**config.mk**
```make
export PLATFORM = sky130hd
export DESIGN_NAME = tro_ring_osc
export DESIGN_NICKNAME = d
export VERILOG_FILES = /design/src/rtl/tro_pkg.sv /design/src/rtl/tro_cfg_eval.sv /design/src/rtl/tro_seq.sv /design/src/rtl/tro_stage.sv /design/src/rtl/tro_tap.sv /design/src/rtl/tro_ring_osc.sv
export SDC_FILE = /design/constraint.sdc
export NUM_CORES = 1
export LEC_CHECK = 0
export BUFFER_PORTS_ARGS = -buffer_cell sky130_fd_sc_hd__buf_2
export CORE_ASPECT_RATIO = 1.1
export CORE_MARGIN = 1
export CORE_UTILIZATION = 35
export DETAILED_ROUTE_END_ITERATION = 8
export GPL_TIMING_DRIVEN = 1
export PLACE_DENSITY_LB_ADDON = 0.2
export SETUP_SLACK_MARGIN = 0.02
export SLEW_MARGIN = 20
export SYNTH_ARGS = -nofsm -noshare
export SYNTH_HDL_FRONTEND = slang
export SYNTH_SLANG_ARGS = --single-unit
```
**constraint.sdc**
```tcl
create_clock -name clk -period 5.5 [get_ports clk]
set_input_delay 0.55 -clock clk [delete_from_list [all_inputs] [get_ports clk]]
set_output_delay 0.55 -clock clk [all_outputs]
set_load 0.05 [all_outputs]
```
**src/rtl/tro_pkg.sv**
```systemverilog
package tro_pkg;

    // Widest ring the helper functions can handle.
    localparam int unsigned TRO_MAX_STAGES = 32;
    // Width of the stored active-length value.
    localparam int unsigned TRO_LEN_W      = 8;

    // What the ring does on the next edge.
    typedef enum logic [1:0] {
        RA_HOLD = 2'd0,
        RA_STEP = 2'd1,
        RA_LOAD = 2'd2
    } ring_act_e;

    // A full ring configuration: preset tokens and active length.
    typedef struct packed {
        logic [TRO_MAX_STAGES-1:0] tok;
        logic [TRO_LEN_W-1:0]      len;
    } ring_cfg_t;

    // Mask with the lowest len bits set.
    function automatic logic [TRO_MAX_STAGES-1:0] span_mask(input logic [TRO_LEN_W-1:0] len);
        logic [TRO_MAX_STAGES-1:0] m;
        for (int i = 0; i < TRO_MAX_STAGES; i++) begin
            m[i] = (TRO_LEN_W'(i) < len);
        end
        return m;
    endfunction

    // Count of set bits.
    function automatic int ones_in(input logic [TRO_MAX_STAGES-1:0] v);
        int n;
        n = 0;
        for (int i = 0; i < TRO_MAX_STAGES; i++) begin
            n += int'(v[i]);
        end
        return n;
    endfunction

    // Legal mix: even token count of at least two, and at least one bubble.
    function automatic logic mix_ok(input ring_cfg_t c);
        int nt;
        nt = ones_in(c.tok & span_mask(c.len));
        return (nt >= 2) && (nt % 2 == 0) && (nt < int'(c.len));
    endfunction

endpackage

```
**src/rtl/tro_cfg_eval.sv**
```systemverilog
module tro_cfg_eval
    import tro_pkg::*;
#(
    parameter int unsigned NSTAGES      = 11,
    parameter int unsigned LEN_CODE_W   = 3,
    parameter logic [31:0] DEF_TOK      = 32'h0000_000F,
    parameter int unsigned DEF_LEN_CODE = 0
) (
    input  logic [NSTAGES-1:0]    tok_word,
    input  logic [LEN_CODE_W-1:0] len_code,
    output ring_cfg_t             word_cfg,
    output ring_cfg_t             def_cfg,
    output logic                  word_ok
);

    logic [TRO_MAX_STAGES-1:0] word_ext;
    logic [TRO_LEN_W-1:0]      word_len;
    logic [TRO_LEN_W-1:0]      def_len;

    always_comb begin
        word_ext                = '0;
        word_ext[NSTAGES-1:0]   = tok_word;
    end

    assign word_len = TRO_LEN_W'(NSTAGES) - TRO_LEN_W'(len_code);
    assign def_len  = TRO_LEN_W'(NSTAGES) - TRO_LEN_W'(DEF_LEN_CODE);

    // Bits for bypassed stages are dropped here, so they never reach the ring.
    always_comb begin
        word_cfg.len = word_len;
        word_cfg.tok = word_ext & span_mask(word_len);
        def_cfg.len  = def_len;
        def_cfg.tok  = TRO_MAX_STAGES'(DEF_TOK) & span_mask(def_len);
    end

    assign word_ok = mix_ok(word_cfg);

endmodule

```
**src/rtl/tro_seq.sv**
```systemverilog
module tro_seq
    import tro_pkg::*;
#(
    parameter int unsigned NSTAGES = 11
) (
    input  logic                 clk,
    input  logic                 rst,
    input  logic                 stop,
    input  logic                 load,
    input  ring_cfg_t            word_cfg,
    input  ring_cfg_t            def_cfg,
    input  logic                 word_ok,
    output ring_act_e            act,
    output ring_cfg_t            load_cfg,
    output logic [TRO_LEN_W-1:0] len_q,
    output logic [NSTAGES-1:0]   span
);

    // Priority: reset, then a legal load, then stop, else advance.
    always_comb begin
        act      = RA_STEP;
        load_cfg = word_cfg;
        if (rst) begin
            act      = RA_LOAD;
            load_cfg = word_ok ? word_cfg : def_cfg;
        end else if (load && word_ok) begin
            act = RA_LOAD;
        end else if (stop) begin
            act = RA_HOLD;
        end
    end

    always_ff @(posedge clk) begin
        if (act == RA_LOAD) begin
            len_q <= load_cfg.len;
        end
    end

    for (genvar i = 0; i < NSTAGES; i++) begin : g_span
        assign span[i] = (TRO_LEN_W'(i) < len_q);
    end

endmodule

```
**src/rtl/tro_stage.sv**
```systemverilog
module tro_stage
    import tro_pkg::*;
(
    input  logic      clk,
    input  ring_act_e act,
    input  logic      active,
    input  logic      init_tok,
    input  logic      prev_tok,
    input  logic      next_tok,
    output logic      tok
);

    logic take;
    logic give;

    // C-element view: accept from behind into a bubble, release into a bubble ahead.
    assign take = active & prev_tok & ~tok;
    assign give = active & tok & ~next_tok;

    always_ff @(posedge clk) begin
        unique case (act)
            RA_LOAD: tok <= init_tok;
            RA_STEP: begin
                if (take) begin
                    tok <= 1'b1;
                end else if (give) begin
                    tok <= 1'b0;
                end
            end
            default: tok <= tok;
        endcase
    end

endmodule

```
**src/rtl/tro_tap.sv**
```systemverilog
module tro_tap
    import tro_pkg::*;
(
    input  logic      clk,
    input  ring_act_e act,
    input  logic      active,
    input  logic      prev_tok,
    input  logic      self_tok,
    output logic      ring_out
);

    logic arrive;

    assign arrive = active & prev_tok & ~self_tok;

    always_ff @(posedge clk) begin
        if (act == RA_LOAD) begin
            ring_out <= 1'b0;
        end else if (act == RA_STEP && arrive) begin
            ring_out <= ~ring_out;
        end
    end

endmodule

```
**src/rtl/tro_ring_osc.sv**
```systemverilog
module tro_ring_osc
    import tro_pkg::*;
#(
    parameter int unsigned NSTAGES      = 11,
    parameter int unsigned LEN_CODE_W   = 3,
    parameter int unsigned OUT_TAP      = 0,
    parameter logic [31:0] DEF_TOK      = 32'h0000_000F,
    parameter int unsigned DEF_LEN_CODE = 0
) (
    input  logic                  clk,
    input  logic                  rst,
    input  logic                  stop,
    input  logic                  load,
    input  logic [NSTAGES-1:0]    tok_word,
    input  logic [LEN_CODE_W-1:0] len_code,
    output logic                  ring_out
);

    // Shortest ring the length code can select; the output tap must sit inside it.
    localparam int unsigned MIN_LEN = NSTAGES - ((1 << LEN_CODE_W) - 1);

    ring_cfg_t            word_cfg;
    ring_cfg_t            def_cfg;
    ring_cfg_t            load_cfg;
    logic                 word_ok;
    ring_act_e            act;
    logic [TRO_LEN_W-1:0] len_q;
    logic [TRO_LEN_W-1:0] tail_idx;
    logic [NSTAGES-1:0]   span;
    logic [NSTAGES-1:0]   tok_q;
    logic [NSTAGES-1:0]   prev_tok;
    logic [NSTAGES-1:0]   next_tok;
    logic                 tail_tok;
    logic                 unused_cfg;

    tro_cfg_eval #(
        .NSTAGES      (NSTAGES),
        .LEN_CODE_W   (LEN_CODE_W),
        .DEF_TOK      (DEF_TOK),
        .DEF_LEN_CODE (DEF_LEN_CODE)
    ) u_cfg (
        .tok_word (tok_word),
        .len_code (len_code),
        .word_cfg (word_cfg),
        .def_cfg  (def_cfg),
        .word_ok  (word_ok)
    );

    tro_seq #(
        .NSTAGES (NSTAGES)
    ) u_seq (
        .clk      (clk),
        .rst      (rst),
        .stop     (stop),
        .load     (load),
        .word_cfg (word_cfg),
        .def_cfg  (def_cfg),
        .word_ok  (word_ok),
        .act      (act),
        .load_cfg (load_cfg),
        .len_q    (len_q),
        .span     (span)
    );

    assign unused_cfg = ^{load_cfg.len, load_cfg.tok};

    // Last active stage: its output wraps back to stage 0 through the bypass mux.
    assign tail_idx = len_q - TRO_LEN_W'(1);

    always_comb begin
        tail_tok = 1'b0;
        for (int j = 0; j < NSTAGES; j++) begin
            if (TRO_LEN_W'(j) == tail_idx) begin
                tail_tok = tok_q[j];
            end
        end
    end

    for (genvar i = 0; i < NSTAGES; i++) begin : g_ring
        if (i == 0) begin : g_head
            assign prev_tok[i] = tail_tok;
        end else begin : g_body
            assign prev_tok[i] = tok_q[i-1];
        end

        assign next_tok[i] = (len_q == TRO_LEN_W'(i + 1)) ? tok_q[0]
                                                          : tok_q[(i + 1) % NSTAGES];

        tro_stage u_stage (
            .clk      (clk),
            .act      (act),
            .active   (span[i]),
            .init_tok (load_cfg.tok[i]),
            .prev_tok (prev_tok[i]),
            .next_tok (next_tok[i]),
            .tok      (tok_q[i])
        );
    end

    tro_tap u_tap (
        .clk      (clk),
        .act      (act),
        .active   (span[OUT_TAP]),
        .prev_tok (prev_tok[OUT_TAP]),
        .self_tok (tok_q[OUT_TAP]),
        .ring_out (ring_out)
    );

endmodule

```
Yosys cells after proc, flatten, opt, wreduce, memory -nomap -nowiden
Index checks and enable logic that the tools add are counted.

cells by class
  eq/ne operators = 33
  $add $sub $neg = 33
  order comparisons = 45
  reduce and logical (&&, ||, !) cells = 18
  multiplexer cells = 59
  bitwise logic cells = 69

operators by type and width
  operator               count
  $add A32 B2 Y32        30
  $lt A5 B8 Y1 const A   16
  $lt A4 B8 Y1 const A   11
  $lt A3 B8 Y1 const A   8
  $and A1 B1 Y1          45
  $mux W1                44
  $mux W19               2
  $ne A3 B1 Y1 const B   11
  $and A11 B32 Y32       1
  $and A32 B32 Y32       1
  $eq A3 B8 Y1 const A   4
  $eq A8 B3 Y1 const B   4
  $ge A32 B3 Y1 const B  1
  $logic_not A32 Y1      1
  $lt A1 B8 Y1 const A   4
  $lt A2 B8 Y1 const A   4
  $lt A32 B9 Y1          1
  $eq A4 B8 Y1 const A   3
  $eq A8 B4 Y1 const B   3
  $not A1 Y1             22
  $pmux W1 S2            11
  $reduce_and A2 Y1      11
  $eq A2 B8 Y1 const A   2
  $eq A8 B2 Y1 const B   2
  11 further kinds       15

word-level totals
  flip-flop bits (word level) = 20
  word-level logic and storage cells = 270
  output and inout bits = 1

Logic depth before layout (Yosys ltp)
Gate-level depths: netlist of run 1.

  depth after elaboration = 45
  gate-level depth with buffers = 24

Cells and area by module
A second synthesis of run 1 with hierarchy kept.

second synthesis, totals
  cells, all modules = 349
  area total of the unflattened synthesis = 3398.3 um2

modules (own cells, without submodules)
  module        instances  area each (um2)  sequential area each (um2)  cells each
  tro_seq       1          1022.2           240.2                       78
  tro_stage     11         92.6             30.0                        9
  tro_cfg_eval  1          934.6            0.0                         120
  tro_ring_osc  1          365.4            0.0                         46
  tro_tap       1          57.6             20.0                        6

Worst setup path after synthesis of run 1
Ideal clock, no wire load.

  path kind = input to register
  start = in tok_word[0]
  end = reg g_ring[7].u_stage.tok (enable)
  buffers on the path = 2
  setup time = 299 ps
  data required time = 5201 ps
  arrival = 4996 ps
  path slack = 205 ps
  stages = 24
  cells stage by stage = ha_1 -> inv_1 -> fa_1 -> inv_1 -> fa_1 -> inv_1 -> fa_1 -> inv_1 -> ha_1 -> inv_1 -> fa_1 -> inv_1 -> ha_1 -> a21oi_1 -> o21ai_0 -> nor2_1 -> a21o_1 -> nor2_1 -> ha_1 -> clkbuf_1 -> inv_1 -> clkbuf_1 -> a21oi_1 -> nor2_1

on the way
  longest elaborated chain between the ends = 43
  elaborated cells between the ends (all ways) = 47
  those cells by class = add/sub (31); order compare (2); eq/ne (3); mux (2); bitwise (3); reduce/logical (6)

RTL lines
  element                                                              line                RTL
  from (decl)                                                          tro_ring_osc.sv:14  input logic [NSTAGES-1:0] tok_word,
  $and A11 B32 Y32 *                                                   tro_cfg_eval.sv:31  word_cfg.tok = word_ext & span_mask(word_len);
  $and A32 B32 Y32 *                                                   tro_pkg.sv:43       nt = ones_in(c.tok & span_mask(c.len));
  $add A1 B1 Y2 *                                                      tro_pkg.sv:35       n += int'(v[i]);
  $add A32 B2 Y32 * (30 in series)                                     tro_pkg.sv:35
  branches (longest 3 deep; another with $ge A32 B3 Y1)                -
  $logic_and A1 B1 Y1 *                                                tro_pkg.sv:44       return (nt >= 2) && (nt % 2 == 0) && (nt < int'(c.len));
  $logic_and A1 B1 Y1 *                                                tro_seq.sv:26       end else if (load && word_ok) begin
  $mux W2 *                                                            tro_seq.sv:26
  $mux W2 *                                                            tro_seq.sv:23       if (rst) begin
  $eq A2 B1 Y1 / $eq A2 B2 Y1 (equally long branches)                  tro_stage.sv:21     unique case (act)
  $ne A3 B1 Y1 (no line) / $reduce_bool A2 Y1 (equally long branches)  -
  $reduce_and A2 Y1 (no line) *                                        -
  to (signal assigned)                                                 tro_stage.sv:22     RA_LOAD: tok <= init_tok;
  to (signal assigned)                                                 tro_stage.sv:30     default: tok <= tok;
  to (decl)                                                            tro_stage.sv:10     output logic tok

Mark *: on every way between the ends.
A chain may end at the register's enable or synchronous reset.

Worst setup path in the final report of run 1
Ends and elaborated chain as after synthesis.

==> reports/qor.yml, run 1 <==
place:
  place_inst: 282
  place_congestion: 0.7927
  dp_hpwl_mm: 3.516
  placed_cell_area_um2: 1928
  portBuffers: 18
detailed_routing:
  via_count: 1610
  routed_wl_mm: 4.355
  drtIter0Drc: 89
  post_drt_wl_per_cell_um: 15.12
  ant_nets: 0
  viasPerCell: 5.590
  drt-pass1-iter-count: 4
  drc: 0
pwr:
  peakVddDrop_v: 0.0001513
  leakage_nw: 0.8821
  power_density_nw_per_um2: 445.6
setup_path:
  timing_worst_setup_path_type: "input port to flop"
  startpoint: "tok_word[0]"
  reg2reg_from: "u_seq.len_q[2]$_DFFE_PN_"
  crit_fanout: 7
  worst-r2r-setup-slack_ns: 2.79
  r2r_cells: 7
  end_kind: "flop"
  cp.required_ns: 5.50
  worstPathArrival_ns: 5.15
  start_kind: "input port"
  r2r_end: "g_ring[0].u_stage.tok$_DFFE_PP_"
  worstSetupEndpoint: "g_ring[7].u_stage.tok$_DFFE_PP_"
final_layout:
  drive_above_1_share_pct: 21.98
  nNetsFinal: 268
  n_antenna_cell: 0
  syn_to_final_growth_pct: 15.94
  final_cells: 288
  postLayoutCellArea_um2: 2002
die:
  rows: 26
  ioPinCount: 19
  core_area_um2: 4684
  start_util_pct: 36.86
  dieHeight_um: 75.67
  dieArea_um2: 5219
  dieWidth_um: 68.97
yosys:
  synth-edff-count: 15
  syn_area_um2: 1727
  synth_area_per_cell_um2: 8.382
  synth_ff_type: "edfxtp_1"
  synth_nets: 241
  ys_seq_area_share_pct: 27.25
  synthCells: 206
  synthArstFlopShare_pct: 0
  ys_warn_count: 0
  synth-seq-cells: 16
  yosys.cell_types.count: 50
timing:
  finalCritPeriodShare_pct: 93.61
  rsz0062_at_grt: "no"
  fin_worst_skew_ns: 0.003140
  worst_slew_pin_slew_ns: 0.5481
  final-hold-violation-count: 0
  min_period_ns: 5.148
  setup_viol: 0
  slew_violations: 0
  fmax_mhz: 194.2
  max_slew_margin_pct: 63.46
clock_network:
  clkSlewWorstSetupHoldPaths_ns: 0.07
  cts.sinks: 16
  numCtsBuffers: 3
  ctsHoldBuffers: 0
  cts-root-buf: "clkbuf_8"
  cts_tree: "yes"
  htree_num_levels: 1
  cts_buffer_depth: 2
  insertion_delay_ns: 0.25
flow_run:
  maxCapViolCount: 0
global_routing:
  grt_overflow: 0
  antenna_found_initial: 0
  first_global_vias: 1515
  grt_max_degree: 18
  grt_pass1_wl_mm: 7.314
  gr-usage-all-layers_pct: 19.29
hold_path:
  min_path_type: "flop to flop"
status:
  outcome: "complete, no violations"
[through the flow]
stage / hold slack [ns] / utilization, % / setup WS, ns / total power, W / TNS (ns)
finish: 0.5781 / 42.74 / 0.3516 / 0.0008920 / 0
global route: 0.6109 / 42.74 / 0.06425 / 0.0009764 / 0
detailed placement: 0.5681 / 41.16 / -0.01358 / 0.0007816 / -0.01979
global placement: 0.5555 / 41.16 / 0.1052 / 0.0007854 / 0
floorplan: 0.6337 / - / 0.2054 / 0.0006427 / 0
CTS: 0.5838 / 42.33 / 0.2412 / 0.0008888 / 0
[routing by layer]
metal | global-route usage, % | wire length (um) | vias to the layer above
met3 | 0.5988 | 112 | 8
met1 | 24.77 | 1975 | 757
li1 | - | - | 796
met5 | 0 | 0 | -
met4 | 7.256 | 94 | 0
met2 | 34.09 | 2174 | 49
[flip-flops by register name, indices dropped and copies added, names as in the netlist]
name	count
g_ring.u_stage.tok	11
u_seq.len_q	4
u_tap.ring_out	1
[critical path, cell delays in order]
cell and delay [ns]:
buf_2 0.11, ha_1 0.27, inv_1 0.05, fa_1 0.53, inv_1 0.05, fa_1 0.52
inv_1 0.05, fa_1 0.46, inv_1 0.07, ha_1 0.16, inv_1 0.05, fa_1 0.47
inv_1 0.05, buf_4 0.13, a2111oi_2 0.34, nor2_1 0.10, a21o_1 0.22, nor2_1 0.10
ha_2 0.27, clkinvlp_4 0.19, buf_2 0.20, a21oi_1 0.12, nor2_1 0.07
[layout make-up]
class	count	area, um^2
Inverter	24	93.84
Fill cell	500	2683
Timing Repair Buffer	33	200.2
Clock buffer	4	55.05
Sequential cell	16	470.5
Multi-Input combinational cell	155	1112
Tap cell	56	70.07
[worst min path at each step]
stage,startpoint,endpoint,slack [ns],cells past startpoint
final,u_tap.ring_out$_SDFFE_PN0P_,u_tap.ring_out$_SDFFE_PN0P_,0.58,2
after floorplan,g_ring[1].u_stage.tok$_DFFE_PP_,g_ring[1].u_stage.tok$_DFFE_PP_,0.63,2
after global placement,u_tap.ring_out$_SDFFE_PN0P_,u_tap.ring_out$_SDFFE_PN0P_,0.56,2
after CTS,u_tap.ring_out$_SDFFE_PN0P_,u_tap.ring_out$_SDFFE_PN0P_,0.58,2
after global routing,tok_word[1],g_ring[1].u_stage.tok$_DFFE_PP_,0.61,2
after detailed placement,u_tap.ring_out$_SDFFE_PN0P_,u_tap.ring_out$_SDFFE_PN0P_,0.57,2
[layout by cell type (no fill, tap or decap), types with 3 or more instances in the layout]
cell type,netlist,final
buf_2,3,19
o22ai_1,4,4
buf_4,1,14
nand2_1,20,20
a31oi_1,6,6
edfxtp_1,15,15
nor4_1,3,3
o21ai_0,17,16
a21oi_1,9,9
a21o_1,4,4
nand2b_1,7,7
clkbuf_8,0,4
or3_1,4,4
o21a_1,3,3
nor2_1,17,17
mux2_2,3,3
mux2i_1,3,3
ha_1,11,10
nor2b_1,3,3
inv_1,23,22
fa_1,6,6
[logic make-up (layout without fill, tap and decap cells)]
kind of cell / after synthesis / count (layout) / share of synthesized area (%)
AOI/OAI and AO/OA: 62 / 62 / 23.91
xor gates and xnor gates: 1 / 1 / 0.5073
adders and majority gates: 17 / 17 / 14.93
buffers and inverters: 35 / 61 / 8.478
DFF: 16 / 16 / 27.25
muxes: 7 / 7 / 4.565
and+or+nand+nor: 68 / 68 / 20.36
[synthesized netlist by cell type (all sizes together) (3+ instances only)]
cell / count / area share, %
mux2: 4 / 2.8
edfxtp: 15 / 26
clkbuf: 6 / 1.3
a31oi: 6 / 2.2
buf: 5 / 2.0
a21oi: 9 / 2.6
inv: 24 / 5.2
nor2: 17 / 3.7
a21o: 4 / 1.7
mux2i: 3 / 1.7
ha: 11 / 8.0
nand2: 20 / 4.3
or3: 5 / 2.1
nor4: 4 / 1.8
o21a: 3 / 1.3
fa: 6 / 7.0
o21ai: 19 / 5.7
o22ai: 4 / 1.4
nand2b: 7 / 2.5
nor2b: 4 / 1.9
[power breakdown]
group | internal [W] | switching [W] | total, W
sequential | 0.000201 | 0.000101 | 0.000302
combinational | 0.000226 | 0.000258 | 0.000484
clock | 0.0000635 | 0.0000428 | 0.000106
[repair_timing]
action                     4_1_cts  5_1_grt
setup endpoints to repair        0        9
buffers inserted                 0        2
gates resized for setup          0        3
Power figures use the tool's default switching activity.
==> run 2: changes to the inputs <==
- PLACE_DENSITY: unset -> 0.62
- PLACE_DENSITY_LB_ADDON: 0.2 -> unset
==> reports/qor.yml, run 2 (same netlist as run 1, synthesis figures left out) <==
status:
  outcome: "complete, no violations"
final_layout:
  top_register: "g_ring.u_stage.tok"
  n_antenna_cell: 0  # unchanged
  layout_commonest_cell: "inv_1"
  largest_reg_flops: 11  # unchanged
  drive_above_1_share_pct: 21.30  # -0.68 points
  syn_to_final_growth_pct: 15.00
  reg_top3: "g_ring.u_stage.tok (11), u_seq.len_q (4), u_tap.ring_out (1)"
  layout_common_cells: "inv_1, nand2_1, buf_2, nor2_1"
  fillCellCount: 493  # -1.4%
  nNetsFinal: 266  # -0.75%
die:
  dieArea_um2: 5219  # unchanged
  core_area_um2: 4684  # unchanged
  ioPinCount: 19  # unchanged
  dieWidth_um: 68.97  # unchanged
  dieHeight_um: 75.67  # unchanged
  start_util_pct: 36.86  # unchanged
  rows: 26  # unchanged
detailed_routing:
  drc: 0  # unchanged
  post_drt_wl_per_cell_um: 14.92  # -1.3%
  ant_nets: 0  # unchanged
  drt-pass1-iter-count: 4  # unchanged
  routed_wl_mm: 4.267  # -2.0%
  viasPerCell: 5.493  # -1.7%
  drtIter0Drc: 83  # -6.7%
  via_count: 1571  # -2.4%
timing:
  setup_viol: 0  # unchanged
  rsz0062_at_grt: "no"
  fin_worst_skew_ns: 0.002681  # -0.0004590 ns
  worst_slew_pin_slew_ns: 0.5603  # +0.01228 ns
  finalCritPeriodShare_pct: 93.53  # about the same
  setup-tns-final_ns: 0  # unchanged
  slew_violations: 0  # unchanged
  fmax_mhz: 194.4  # about the same
  max_slew_margin_pct: 62.64  # -0.82 points
  final-hold-violation-count: 0  # unchanged
  min_period_ns: 5.144  # -0.004266 ns
clock_network:
  htree_num_levels: 1  # unchanged
  clkSlewWorstSetupHoldPaths_ns: 0.06  # about the same
  cts_buffer_depth: 2  # unchanged
  numCtsBuffers: 3  # unchanged
  insertion_delay_ns: 0.25  # about the same
  cts.sinks: 16  # unchanged
  cts_tree: "yes"
  cts-root-buf: "clkbuf_8"
  ctsHoldBuffers: 0  # unchanged
  post_cts_buffers: 0  # unchanged
place:
  dp_hpwl_mm: 3.410  # -3.0%
  portBuffers: 18  # unchanged
  place_congestion: 0.8139  # +2.7%
setup_path:
  end_kind: "flop"
  cp_num_buf_inv: 8  # -2
  timing_worst_setup_path_type: "input port to flop"
  slowest_delay_ns: 0.53  # about the same
  worstPathCellList: "buf_2 -> ha_1 -> inv_1 -> fa_1 -> inv_1 -> fa_1 -> inv_1 -> fa_1 -> inv_1 -> ha_1 -> inv_1 -> fa_1 -> xnor2_1 -> ha_1 -> nand2_1 -> o21ai_1 -> nor2_1 -> a21o_1 -> nor2_1 -> ha_2 -> buf_4 -> buf_4 -> nand4_1 -> o21ai_1"
  worstPathArrival_ns: 5.22  # +0.07 ns
  path_common_cell: "inv_1"
  crit_fanout: 8  # +1
  cp_slowest_cell: "fa_1"
  crit_family: "adder cells"
  cp.required_ns: 5.57  # +0.07 ns
  start_kind: "input port"
global_routing:
  first_global_vias: 1528  # +0.86%
  antenna_found_initial: 0  # unchanged
  grt_pass1_wl_mm: 7.176  # -1.9%
  gr-usage-all-layers_pct: 19.00  # -0.29 points
  grt_overflow: 0  # unchanged
  grt_max_degree: 18  # unchanged
pwr:
  leakage_nw: 0.8754  # -0.76%
  peakVddDrop_v: 0.0002461  # +63%
  fin_total_pwr_w: 0.0008800  # -1.3%
  power_density_nw_per_um2: 443.2  # -0.53%
hold_path:
  min_path_type: "flop to flop"
flow_run:
  maxCapViolCount: 0  # unchanged
==> run 2: changes by cell type in the layout (fill, tap and decap cells not counted), sizes merged <==
cell	delta
buf	-2
clkinvlp	-1
inv	+1
==> run 2: cell type report <==
type	count	area [um^2]	share of cell area [%]
Sequential cell	16	470.5	23.69
Inverter	24	90.09	4.537
Clock buffer	4	55.05	2.773
Multi-Input combinational cell	155	1112	56.02
Tap cell	56	70.07	3.529
Timing Repair Buffer	31	187.7	9.452
==> run 2: worst paths after layout <==
path,to,startpoint,depth (start not counted),slack [ns]
min,u_tap.ring_out$_SDFFE_PN0P_,u_tap.ring_out$_SDFFE_PN0P_,2,0.58
max reg2reg,g_ring[0].u_stage.tok$_DFFE_PP_,u_seq.len_q[2]$_DFFE_PN_,7,2.89
max,g_ring[8].u_stage.tok$_DFFE_PP_,tok_word[0],24,0.36
min reg2reg,u_tap.ring_out$_SDFFE_PN0P_,u_tap.ring_out$_SDFFE_PN0P_,2,0.58
==> run 2: timing repair <==
action                                  4_1_cts  5_1_grt
endpoints found under the hold margin         0        0
gates resized for setup                       0        4
endpoints found under the setup margin        0        9
==> run 2: where the power goes <==
group	total, W	internal, W	switching (W)
registers	0.000303	0.000201	0.000102
logic	0.000472	0.000221	0.000251
clock network	0.000105	0.0000636	0.0000418
==> run 2: worst register-to-register path: stages (launching register included) <==
cell       delay, ns
edfxtp_1        0.63
or3_4           0.49
inv_1           0.12
ha_1            0.18
nor4_1          0.07
a2111oi_2       0.38
o21ai_0         0.24
a21oi_1         0.21
==> run 2: per-layer routing <==
metal | wire length (um) | share of wire, % | track usage (%)
met1 | 1835 | 43 | 24.12
met2 | 2167 | 51 | 32.25
met3 | 137 | 3.2 | 2.246
met4 | 127 | 3.0 | 8.163
met5 | 0 | 0 | 0
==> run 2: through the flow <==
stage	hold slack, ns	worst slack (ns)	std cells	cell area [um^2]	utilization, %
finish	0.5774	0.3558	286	1986	42.39
global route	0.5932	0.04771	286	1986	42.39
CTS	0.5832	0.2513	286	1983	42.33
detailed placement	0.5720	0.01854	282	1928	41.16
global placement	0.5571	0.01685	282	1928	41.16
floorplan	0.6337	0.2054	206	1727	-
